[src/rtl/biendian_pkg.sv]
package biendian_pkg;

    localparam int DATA_W = 32;
    localparam int LANES  = DATA_W / 8;
    localparam int LANE_W = $clog2(LANES);

    typedef enum logic [1:0] {
        SZ_BYTE = 2'd0,
        SZ_HALF = 2'd1,
        SZ_WORD = 2'd2,
        SZ_WRD2 = 2'd3
    } acc_size_e;

    typedef struct packed {
        acc_size_e         size;
        logic [LANE_W-1:0] lane;
        logic              uns;
    } lane_sel_t;

    function automatic logic is_word(acc_size_e s);
        return (s == SZ_WORD) || (s == SZ_WRD2);
    endfunction

    function automatic logic [LANE_W-1:0] order_mask(acc_size_e s, logic big);
        logic [LANE_W-1:0] m;
        m = '0;
        if (big) begin
            case (s)
                SZ_BYTE: m = 2'b11;
                SZ_HALF: m = 2'b10;
                default: m = 2'b00;
            endcase
        end
        return m;
    endfunction

    function automatic logic off_boundary(acc_size_e s, logic [LANE_W-1:0] lo);
        logic r;
        case (s)
            SZ_BYTE: r = 1'b0;
            SZ_HALF: r = lo[0];
            default: r = |lo;
        endcase
        return r;
    endfunction

endpackage

[src/rtl/bi_addr_adjust.sv]
module bi_addr_adjust
    import biendian_pkg::*;
#(
    parameter int ADDR_W = 32
) (
    input  logic [ADDR_W-1:0]        addr_i,
    input  acc_size_e                size_i,
    input  logic                     big_i,
    output logic [ADDR_W-LANE_W-1:0] word_addr_o,
    output logic [LANE_W-1:0]        lane_o,
    output logic                     misal_o
);
    logic [LANE_W-1:0] lo;

    always_comb begin
        lo          = addr_i[LANE_W-1:0];
        word_addr_o = addr_i[ADDR_W-1:LANE_W];
        lane_o      = lo ^ order_mask(size_i, big_i);
        misal_o     = off_boundary(size_i, lo);
    end
endmodule

[src/rtl/bi_store_lanes.sv]
module bi_store_lanes
    import biendian_pkg::*;
(
    input  logic              active_i,
    input  acc_size_e         size_i,
    input  logic [LANE_W-1:0] lane_i,
    input  logic [DATA_W-1:0] wdata_i,
    output logic [LANES-1:0]  be_o,
    output logic [DATA_W-1:0] wdata_o
);
    for (genvar k = 0; k < LANES; k++) begin : g_lane
        localparam logic [LANE_W-1:0] KIDX = LANE_W'(k);
        always_comb begin
            case (size_i)
                SZ_BYTE: begin
                    be_o[k]            = active_i && (lane_i == KIDX);
                    wdata_o[8*k +: 8]  = wdata_i[7:0];
                end
                SZ_HALF: begin
                    be_o[k]            = active_i && (lane_i[1] == KIDX[1]);
                    wdata_o[8*k +: 8]  = wdata_i[8*(k%2) +: 8];
                end
                default: begin
                    be_o[k]            = active_i;
                    wdata_o[8*k +: 8]  = wdata_i[8*k +: 8];
                end
            endcase
        end
    end
endmodule

[src/rtl/bi_load_extract.sv]
module bi_load_extract
    import biendian_pkg::*;
(
    input  logic              clk,
    input  logic              rst,
    input  logic              capture_i,
    input  lane_sel_t         sel_i,
    input  logic              rsp_valid_i,
    input  logic [DATA_W-1:0] rsp_rdata_i,
    output logic              load_valid_o,
    output logic [DATA_W-1:0] load_data_o
);
    lane_sel_t         held;
    logic [DATA_W-1:0] ext;
    logic [7:0]        b;
    logic [15:0]       h;

    always_ff @(posedge clk) begin
        if (rst) begin
            held <= '0;
        end else if (capture_i) begin
            held <= sel_i;
        end
    end

    always_comb begin
        b = rsp_rdata_i[8*held.lane +: 8];
        h = rsp_rdata_i[16*held.lane[1] +: 16];
        case (held.size)
            SZ_BYTE: ext = {{(DATA_W-8){~held.uns & b[7]}}, b};
            SZ_HALF: ext = {{(DATA_W-16){~held.uns & h[15]}}, h};
            default: ext = rsp_rdata_i;
        endcase
    end

    always_ff @(posedge clk) begin
        if (rst) begin
            load_valid_o <= 1'b0;
            load_data_o  <= '0;
        end else begin
            load_valid_o <= rsp_valid_i;
            if (rsp_valid_i) load_data_o <= ext;
        end
    end


    rsp_to_valid_chk: assert property (@(posedge clk) disable iff (rst)
        rsp_valid_i |=> load_valid_o);

    no_rsp_no_valid_chk: assert property (@(posedge clk) disable iff (rst)
        !rsp_valid_i |=> !load_valid_o);

    result_held_chk: assert property (@(posedge clk) disable iff (rst)
        !rsp_valid_i |=> $stable(load_data_o));
endmodule

[src/rtl/biendian_lsu.sv]
module biendian_lsu
    import biendian_pkg::*;
#(
    parameter int ADDR_W = 32
) (
    input  logic                  clk,
    input  logic                  rst,
    input  logic                  big_endian_i,
    input  logic                  req_valid_i,
    input  logic                  req_write_i,
    input  logic                  req_unsigned_i,
    input  logic [1:0]            req_size_i,
    input  logic [ADDR_W-1:0]     req_addr_i,
    input  logic [31:0]           req_wdata_i,
    output logic [ADDR_W-3:0]     mem_addr_o,
    output logic [3:0]            mem_be_o,
    output logic [31:0]           mem_wdata_o,
    output logic                  misaligned_o,
    input  logic                  rsp_valid_i,
    input  logic [31:0]           rsp_rdata_i,
    output logic                  load_valid_o,
    output logic [31:0]           load_data_o
);
    acc_size_e         size;
    logic [LANE_W-1:0] lane;
    logic              misal_raw;
    logic              active;
    logic              capture;
    lane_sel_t         sel;

    assign size = acc_size_e'(req_size_i);

    bi_addr_adjust #(.ADDR_W(ADDR_W)) u_adj (
        .addr_i      (req_addr_i),
        .size_i      (size),
        .big_i       (big_endian_i),
        .word_addr_o (mem_addr_o),
        .lane_o      (lane),
        .misal_o     (misal_raw)
    );

    assign misaligned_o = req_valid_i & misal_raw;
    assign active       = req_valid_i & ~misal_raw;
    assign capture      = active & ~req_write_i;

    always_comb begin
        sel.size = size;
        sel.lane = lane;
        sel.uns  = req_unsigned_i;
    end

    bi_store_lanes u_st (
        .active_i (active),
        .size_i   (size),
        .lane_i   (lane),
        .wdata_i  (req_wdata_i),
        .be_o     (mem_be_o),
        .wdata_o  (mem_wdata_o)
    );

    bi_load_extract u_ld (
        .clk          (clk),
        .rst          (rst),
        .capture_i    (capture),
        .sel_i        (sel),
        .rsp_valid_i  (rsp_valid_i),
        .rsp_rdata_i  (rsp_rdata_i),
        .load_valid_o (load_valid_o),
        .load_data_o  (load_data_o)
    );


    misal_no_be_chk: assert property (@(posedge clk) disable iff (rst)
        misaligned_o |-> (mem_be_o == 4'b0000));

    idle_no_be_chk: assert property (@(posedge clk) disable iff (rst)
        !req_valid_i |-> (mem_be_o == 4'b0000 && !misaligned_o));

    byte_one_lane_chk: assert property (@(posedge clk) disable iff (rst)
        (req_valid_i && req_size_i == 2'd0) |-> ($countones(mem_be_o) == 1 && !misaligned_o));

    half_two_lanes_chk: assert property (@(posedge clk) disable iff (rst)
        (req_valid_i && req_size_i == 2'd1 && !req_addr_i[0]) |->
        (mem_be_o == 4'b0011 || mem_be_o == 4'b1100));

    word_all_lanes_chk: assert property (@(posedge clk) disable iff (rst)
        (req_valid_i && req_size_i[1] && req_addr_i[1:0] == 2'b00) |->
        (mem_be_o == 4'b1111 && mem_wdata_o == req_wdata_i));

    word_addr_chk: assert property (@(posedge clk) disable iff (rst)
        1'b1 |-> (mem_addr_o == req_addr_i[ADDR_W-1:2]));
endmodule

[config.mk]
export PLATFORM = sky130hd
export DESIGN_NAME = biendian_lsu
export DESIGN_NICKNAME = d
export VERILOG_FILES = /design/src/rtl/biendian_pkg.sv /design/src/rtl/bi_addr_adjust.sv /design/src/rtl/bi_store_lanes.sv /design/src/rtl/bi_load_extract.sv /design/src/rtl/biendian_lsu.sv
export SDC_FILE = /design/constraint.sdc
export NUM_CORES = 1
export LEC_CHECK = 0
export BUFFER_PORTS_ARGS = -buffer_cell sky130_fd_sc_hd__buf_2
export CORE_AREA = 5 5 136 73
export DETAILED_ROUTE_END_ITERATION = 8
export DIE_AREA = 0 0 141 78
export GPL_ROUTABILITY_DRIVEN = 1
export HOLD_SLACK_MARGIN = 0.02
export PLACE_DENSITY = 0.75
export SYNTH_ARGS = -nofsm -noshare
export SYNTH_HDL_FRONTEND = slang
export SYNTH_SLANG_ARGS = --single-unit
[constraint.sdc]
create_clock -name clk -period 2.3 [get_ports clk]
set_clock_uncertainty 0.15 [all_clocks]
set_input_delay 0.23 -clock clk [delete_from_list [all_inputs] [get_ports clk]]
set_output_delay 0.23 -clock clk [all_outputs]
set_load 0.02 [all_outputs]
==> impl_metrics.csv, run 1 <==
group,metric,value,unit
placement,io_buffers,144,
grt,grt_usage,0.166,
placement,dp_hpwl,7610,um
synth,synth_edf_count,0,
sta,tightest_slew,0.614,ns
critical_path,critPathCaptureType,"register",
finish,drive_gt1_frac,0.410,
sta,period_minus_slack,1.93,ns
sta,finalWorstSetupSlack,0.375,ns
critical_path,criticalPathCategory,"register to register",
cts,cts_setup_buffers,0,
synth,ys_ff_latch,38,
grt,antenna_found_initial,0,
power,p_int,1.36,mW
cts,clk_latency,0.28,ns
route,post-route-drc-count,0,
critical_path,endpoint,"u_ld.load_data_o[16]",
floorplanning,die-area,11000,um2
synth,yosysWarnings,0,
finish,insertedDiodeCount,0,
critical_path,regToRegSetupSlack,0.37,ns
grt,overflow,0,
synth,ys_top_cells_by_count,"buf_4 (38), dfxtp_1 (38), nand2_1 (38)",
critical_path,startpoint_type,"register",
route,firstDrtPassIters,4,
sta,max_freq,519,MHz
grt,grt_max_degree,50,
power,ir_drop,247,uV
route,ant_nets,0,
floorplanning,die_x,141,um
min_path,hold_path_class,"input port to register",
grt,grt_pass1_wl,15000,um
synth,synth_top_area_frac,0.261,
route,post_drt_wl_per_cell,16.5,um
synth,syn-instance-count,371,
floorplanning,start_util,0.342,
synth,synthFlopType,"dfxtp_1",
floorplanning,core,8530,um2
power,p_leak,1.56,nW
cts,cts-root-buf,"clkbuf_16",
route,drtIter0Drc,123,
sta,hold_viol_final,0,
route,drt-vias-per-instance,5.20,
sta,relSlewSlack,0.590,
synth,synth_top_cell_by_area,"dfxtp_1",
floorplanning,rows,24,
sta,tns,0,ns
synth,async_flop_share,0,
placement,place_congestion,0.822,
floorplanning,ioPinCount,205,
power,p_clk_frac,0.315,
power,combPwrFrac,0.315,
sta,setup_violations,0,
critical_path,rr_worst_depth,4,
cts,clockBufferDepth,2,
power,seqPwrFrac,0.369,
synth,ys_seq_area_frac,0.261,
grt,first_global_vias,2985,
min_path,hold_depth,3,
critical_path,path_max_fanout,17,
cts,clk_pin_slew,0.06,ns
synth,yosysUniqueCellTypes,43,
route,num_vias,3008,
finish,area_growth,22.1,%
cts,htree_levels,2,
critical_path,r2r-end,"u_ld.load_data_o[16]",
cts,cts_tree,"yes",
cts,cts.sinks,38,
finish,nets,566,
critical_path,setup.worst_path.start,"u_ld.held[3]",
cts,cts_made_buffers,5,
placement,place_ws,0.146,ns
power,power.density,573,nW/um2
power,switching_share,0.333,
run,drv_cap,0,
synth,syn_area,2920,um2
sta,holdWs,0.0470,ns
synth,synth_area_leaders,"dfxtp_1 (26%), buf_4 (9.8%), mux2i_1 (9.3%), mux2_2 (6.2%), o21ai_0 (5.5%)",
route,wirelength,9550,um
floorplanning,die_h,78,um
sta,final-max-slew-violation-count,0,
sta,rsz0062_at_grt,"no",
power,p_sw,0.680,mW
sta,finalCritPeriodShare,0.837,
min_path,hp-start,"req_unsigned_i",
synth,syn-num-nets,476,
critical_path,timing.rr.start,"u_ld.held[3]",
critical_path,cp.required,2.29,ns
synth,avgSynthCellArea,7.86,um2
run_status,status,"complete, no violations",
critical_path,worst_ep_arrival_time,1.92,ns
-- metrics by stage --
step	std cells	util	power [mW]	cell area, um2
2_1_floorplan	371	-	1.26	2920
3_3_place_gp	571	0.401	1.40	3420
3_5_place_dp	571	0.401	1.41	3420
4_1_cts	578	0.417	2.05	3560
5_1_grt	578	0.417	2.14	3560
6_report	578	0.417	2.04	3560
-- logic make-up (layout without fill, tap and decap cells) --
group / after synthesis / after routing / share of synthesized area
mux: 44 / 44 / 0.160
simple gates: 118 / 118 / 0.192
xor+xnor: 3 / 3 / 0.00901
buf+inv: 74 / 164 / 0.155
compound gates: 94 / 94 / 0.224
flops: 38 / 38 / 0.261
-- power by group through the flow --
stage               Sequential (mW)  Combinational, mW  Clock (mW)
finish                        0.754              0.643       0.643
global route                  0.760              0.701       0.679
CTS                           0.753              0.647       0.654
detailed placement            0.767              0.643           0
global placement              0.766              0.637           0
floorplan                     0.823              0.433           0
-- cells in the final DEF, fill, tap and decap left out, types with 8 or more instances in the layout --
master    synthesis  layout
buf_2             4     144
nand2_1          38      38
dfxtp_1          38      38
o21ai_0          32      32
nor2_1           29      29
mux2i_1          27      27
nand3_1          17      17
mux2_2           16      16
a21oi_1          14      14
a211oi_2         10      10
nand2b_1          9       9
o22ai_1           9       9
nor3b_1           8       8
-- critical path, cell delays in order, from the launching register on --
cell and delay, ns:
dfxtp_1 0.63, or3_1 0.19, a2bb2oi_1 0.20, and3_2 0.49, a211oi_1 0.13
-- timing repair --
action | 4_1_cts | 5_1_grt
hold buffers | 0 | 0
resized for setup | 0 | 1
setup endpoints to repair | 0 | 16
-- worst min-delay path by stage --
stage                          end  slack (ns)
6_report              u_ld.held[0]        0.05
5_1_grt               u_ld.held[0]        0.11
4_1_cts               u_ld.held[0]        0.06
3_5_place_dp         mem_addr_o[2]        0.31
3_3_place_gp   u_ld.load_data_o[8]        0.31
2_1_floorplan         u_ld.held[0]        0.22
-- layout make-up --
cell class | count | area (um2)
fillers | 885 | 4970
repair buffers | 152 | 793
clock buffers | 5 | 125
well taps | 117 | 146
multi-input cells | 259 | 1700
clock inverters | 2 | 10.0
inverters | 5 | 18.8
flip-flops and latches | 38 | 761
-- registers in the layout, summed over array words and instances, names as in the netlist --
signal and flops:
u_ld.load_data_o 32, u_ld.load_valid_o 1, u_ld.held 5
-- layer usage --
| layer | vias up | routed length [um] | global-route usage |
|---|---|---|---|
| met5 | - | 0 | 0 |
| met4 | 0 | 200 | 0.0493 |
| met3 | 22 | 714 | 0.0559 |
| met2 | 123 | 4930 | 0.299 |
| met1 | 1394 | 3710 | 0.187 |
| li1 | 1469 | - | - |
Power figures use the tool's default switching activity.
==> inputs of run 2 (changes only) <==
- PLACE_DENSITY: 0.75 -> 0.77
- clock period: 2.3 -> 1.75 ns (I/O delays scaled with it)
==> impl_metrics.csv, run 2 (synthesis gave the netlist of run 1 again) <==
group,metric,value,unit
grt,overflow,0,
critical_path,path_max_fanout,24,
route,ant_nets,0,
route,firstDrtPassIters,4,
grt,grt_max_degree,35,
floorplanning,die-area,11000,um2
finish,largestRegisters,"u_ld.load_data_o x32, u_ld.held x5, u_ld.load_valid_o x1",
finish,final_cell_mix,"buf_2 (144), nand2_1 (38), dfxtp_1 (36), o21ai_0 (32), nor2_1 (29)",
sta,rsz0062_at_grt,"no",
sta,tightest_slew,0.387,ns
sta,setup_violations,0,
critical_path,cp.required,1.78,ns
route,drt-vias-per-instance,5.23,
power,ir_drop,416,uV
route,post_drt_wl_per_cell,16.4,um
finish,drive_gt1_frac,0.430,
cts,cts-root-buf,"clkbuf_16",
power,power.density,738,nW/um2
sta,final-max-slew-violation-count,0,
run,drv_cap,0,
power,p_total,2.72,mW
finish,area_growth,26.7,%
cts,cts_setup_buffers,0,
sta,max_freq,600,MHz
finish,nets,577,
finish,largest_reg_flops,32,
route,post-route-drc-count,0,
sta,tns,0,ns
critical_path,worst_ep_arrival_time,1.70,ns
power,p_leak,1.62,nW
floorplanning,die_h,78,um
grt,grt.busiest_layer,"met2",
route,num_vias,3078,
floorplanning,ioPinCount,205,
cts,cts.sinks,38,
cts,cts_made_buffers,5,
cts,clk_latency,0.28,ns
cts,htree_levels,2,
critical_path,critPathCaptureType,"register",
sta,relSlewSlack,0.742,
finish,register_area,763,um2
route,wirelength,9680,um
cts,cts_tree,"yes",
finish,insertedDiodeCount,0,
critical_path,startpoint_type,"register",
floorplanning,rows,24,
grt,grt_usage,0.166,
critical_path,criticalPathCategory,"register to register",
sta,hold_viol_final,0,
grt,grt_use_met3,0.0436,
finish,layout_commonest_cell,"buf_2",
route,drtIter0Drc,191,
placement,dp_hpwl,7610,um
finish,multi_input_area,1730,um2
run_status,status,"complete, no violations",
sta,holdWs,0.0418,ns
finish,nFillCells,872,
finish,regMostFlops,"u_ld.load_data_o",
min_path,hold_path_class,"input port to register",
grt,first_global_vias,2975,
placement,io_buffers,144,
floorplanning,core,8530,um2
sta,finalCritPeriodShare,0.952,
grt,antenna_found_initial,0,
floorplanning,die_x,141,um
grt,gr-usage-met2,0.303,
floorplanning,start_util,0.342,
grt,grtUsageMet1,0.194,
cts,clk_pin_slew,0.05,ns
sta,period_minus_slack,1.67,ns
grt,grt_pass1_wl,15100,um
cts,clockBufferDepth,2,
placement,place_congestion,0.841,
[run 2: layout make-up]
type | count | area share
multi-input combinational | 259 | 0.468
sequential | 38 | 0.207
timing repair buffer | 163 | 0.245
clock buffer | 7 | 0.0359
inverter | 5 | 0.00508
tap | 117 | 0.0396
[run 2: path summary, 6_finish.rpt]
check | from | to | slack [ns] | depth (start not counted)
max | u_ld.held[2] | u_ld.load_data_o[7] | 0.08 | 4
min reg2reg | u_ld.load_data_o[10] | u_ld.load_data_o[10] | 0.32 | 2
min | rst | u_ld.load_data_o[4] | 0.04 | 2
max reg2reg | u_ld.held[2] | u_ld.load_data_o[7] | 0.08 | 4
[run 2: power by group]
part	internal [mW]	total [mW]	switching [mW]
registers	0.942	0.985	0.0428
logic	0.363	0.888	0.526
clock network	0.521	0.850	0.329
[run 2: worst max-delay path, stage by stage, from the launching register on]
cell and delay (ns):
dfxtp_2 0.37, buf_4 0.32, inv_2 0.11, o311a_1 0.34
a311oi_1 0.28
[run 2: per-stage QoR]
stage	instances	util	area, um2	worst slack, ns
after floorplan	371	-	2920	0.0342
after global placement	581	0.413	3520	0.0931
after detailed placement	581	0.413	3520	0.0309
after CTS	589	0.430	3660	0.0263
after global routing	589	0.433	3690	0.00355
final	589	0.433	3690	0.0844
[run 2: layer usage]
layer  vias to the layer above  part of all wire
met4                         0             0.018
met2                       115              0.51
met1                      1450              0.41
li1                       1492                 -
met3                        21             0.061
met5                         -                 0
[run 2: repair_timing]
action	in CTS	in global routing
gates resized for setup	0	8
endpoints found under the hold margin	1	0
setup endpoints to repair	0	25
hold buffers	1	0
==> inputs of run 3 (changes only) <==
- PLACE_DENSITY: 0.77 -> 0.72
==> impl_metrics.csv, run 3 (synthesis gave the netlist of run 1 again) <==
group,metric,value,unit
run_status,status,"complete, no violations",
floorplanning,die_h,78,um
grt,grt_usage,0.169,
finish,drive_gt1_frac,0.432,
finish,insertedDiodeCount,0,
placement,io_buffers,144,
grt,first_global_vias,2984,
critical_path,startpoint_type,"register",
cts,cts_setup_buffers,0,
grt,overflow,0,
placement,place_congestion,0.852,
critical_path,crit_chain,"mux2_4 > a2bb2oi_1 > and3_1 > buf_12 > a211oi_1",
cts,cts-root-buf,"clkbuf_16",
sta,max_freq,585,MHz
critical_path,path_max_fanout,16,
min_path,hp-start,"rsp_rdata_i[16]",
grt,antenna_found_initial,0,
route,post_drt_wl_per_cell,16.6,um
finish,nets,579,
route,drt-vias-per-instance,5.22,
critical_path,timing.rr.start,"u_ld.held[2]",
critical_path,critPathMaxStageDelay,0.39,ns
critical_path,critPathCaptureType,"register",
sta,setup_violations,0,
finish,area_growth,26.9,%
floorplanning,start_util,0.342,
sta,final-max-slew-violation-count,0,
cts,htree_levels,2,
power,p_leak,1.63,nW
sta,finalCritPeriodShare,0.977,
cts,clk_latency,0.28,ns
critical_path,cpMaxStageDelayCell,"dfxtp_2",
finish,layout_commonest_cell,"buf_2",
route,firstDrtPassIters,5,
finish,largestRegisters,"u_ld.load_data_o x32, u_ld.held x5, u_ld.load_valid_o x1",
grt,grt_pass1_wl,15400,um
run,drv_cap,0,
route,drtIter0Drc,198,
cts,clk_pin_slew,0.06,ns
finish,largest_reg_flops,32,
critical_path,worst_ep_arrival_time,1.71,ns
cts,clockBufferDepth,2,
finish,final_cell_mix,"buf_2 (144), nand2_1 (38), dfxtp_1 (35), o21ai_0 (32), nor2_1 (29)",
power,power.density,756,nW/um2
sta,hold_viol_final,0,
critical_path,criticalPathCategory,"register to register",
sta,period_minus_slack,1.71,ns
route,post-route-drc-count,0,
floorplanning,core,8530,um2
min_path,hold_path_class,"input port to register",
critical_path,critical_path.top_delay_family,"flip-flops",
finish,fin_util,0.434,
route,num_vias,3088,
critical_path,cp.required,1.75,ns
power,ir_drop,316,uV
sta,relSlewSlack,0.580,
cts,cts_tree,"yes",
floorplanning,ioPinCount,205,
grt,grt_max_degree,40,
floorplanning,die-area,11000,um2
floorplanning,rows,24,
sta,tns,0,ns
critical_path,setup.worst_path.start,"u_ld.held[2]",
cts,cts_made_buffers,5,
cts,cts.sinks,38,
finish,regMostFlops,"u_ld.load_data_o",
sta,rsz0062_at_grt,"no",
route,wirelength,9850,um
sta,tightest_slew,0.626,ns
grt,grt.busiest_layer,"met2",
route,ant_nets,0,
floorplanning,die_x,141,um
placement,dp_hpwl,7880,um
grt,gr-usage-met2,0.292,
critical_path,crit_buf_inv,1,
grt,grtUsageMet1,0.210,
grt,grt_use_met3,0.0467,
-- run 3: changes by cell type in the layout (fill, tap and decap cells not counted), moves of 2 or more --
cell      previous run  this run
buf_4               15        17
clkbuf_1             2         0
a211oi_1             4         7
a211oi_2            13        10
-- run 3: repair_timing --
| item | in CTS | in global routing |
|---|---|---|
| hold buffers | 2 | 0 |
| endpoints found under the setup margin | 1 | 23 |
| pin swaps | 0 | 0 |
| resized for setup | 1 | 5 |
| hold endpoints to repair | 2 | 0 |
-- run 3: layout make-up --
class / count / area [um2]
fill: 899 / 4830
multi-input combinational: 259 / 1710
clock inverter: 2 / 12.5
clock buffer: 6 / 139
inverter: 5 / 18.8
sequential: 38 / 764
timing repair buffer: 165 / 908
tap: 117 / 146
-- run 3: power by group --
| group | internal, mW | switching [mW] |
|---|---|---|
| clock network | 0.564 | 0.356 |
| logic | 0.361 | 0.526 |
| registers | 0.942 | 0.0467 |
| total | 1.87 | 0.928 |
-- run 3: path summary, 6_finish.rpt --
path	end	slack [ns]	depth (start not counted)
max	u_ld.load_data_o[31]	0.04	5
min	u_ld.load_data_o[16]	0.04	3
min reg2reg	u_ld.load_data_o[10]	0.32	2
max reg2reg	u_ld.load_data_o[31]	0.04	5
-- run 3: per-stage QoR --
stage / total power [mW] / cells / instance area [um2] / worst slack [ns] / hold slack (ns)
after floorplan: 1.65 / 371 / 2920 / 0.0342 / 0.169
after detailed placement: 1.89 / 582 / 3520 / 0.0149 / 0.200
after CTS: 2.82 / 592 / 3690 / 0.0116 / 0.0330
final: 2.80 / 592 / 3700 / 0.0407 / 0.0375
after global routing: 2.93 / 592 / 3700 / 0.000548 / 0.0409
after global placement: 1.88 / 582 / 3520 / 0.0794 / 0.200
-- run 3: tightest hold or removal path, stage by stage --
cell and delay [ns]:
buf_2 0.11, nand2_1 0.07, a211oi_1 0.07
-- run 3: per-layer routing --
metal	wire, um	vias to the layer above
li1	-	1487
met1	4120	1436
met2	4900	150
met3	677	15
met4	157	0
met5	0	-
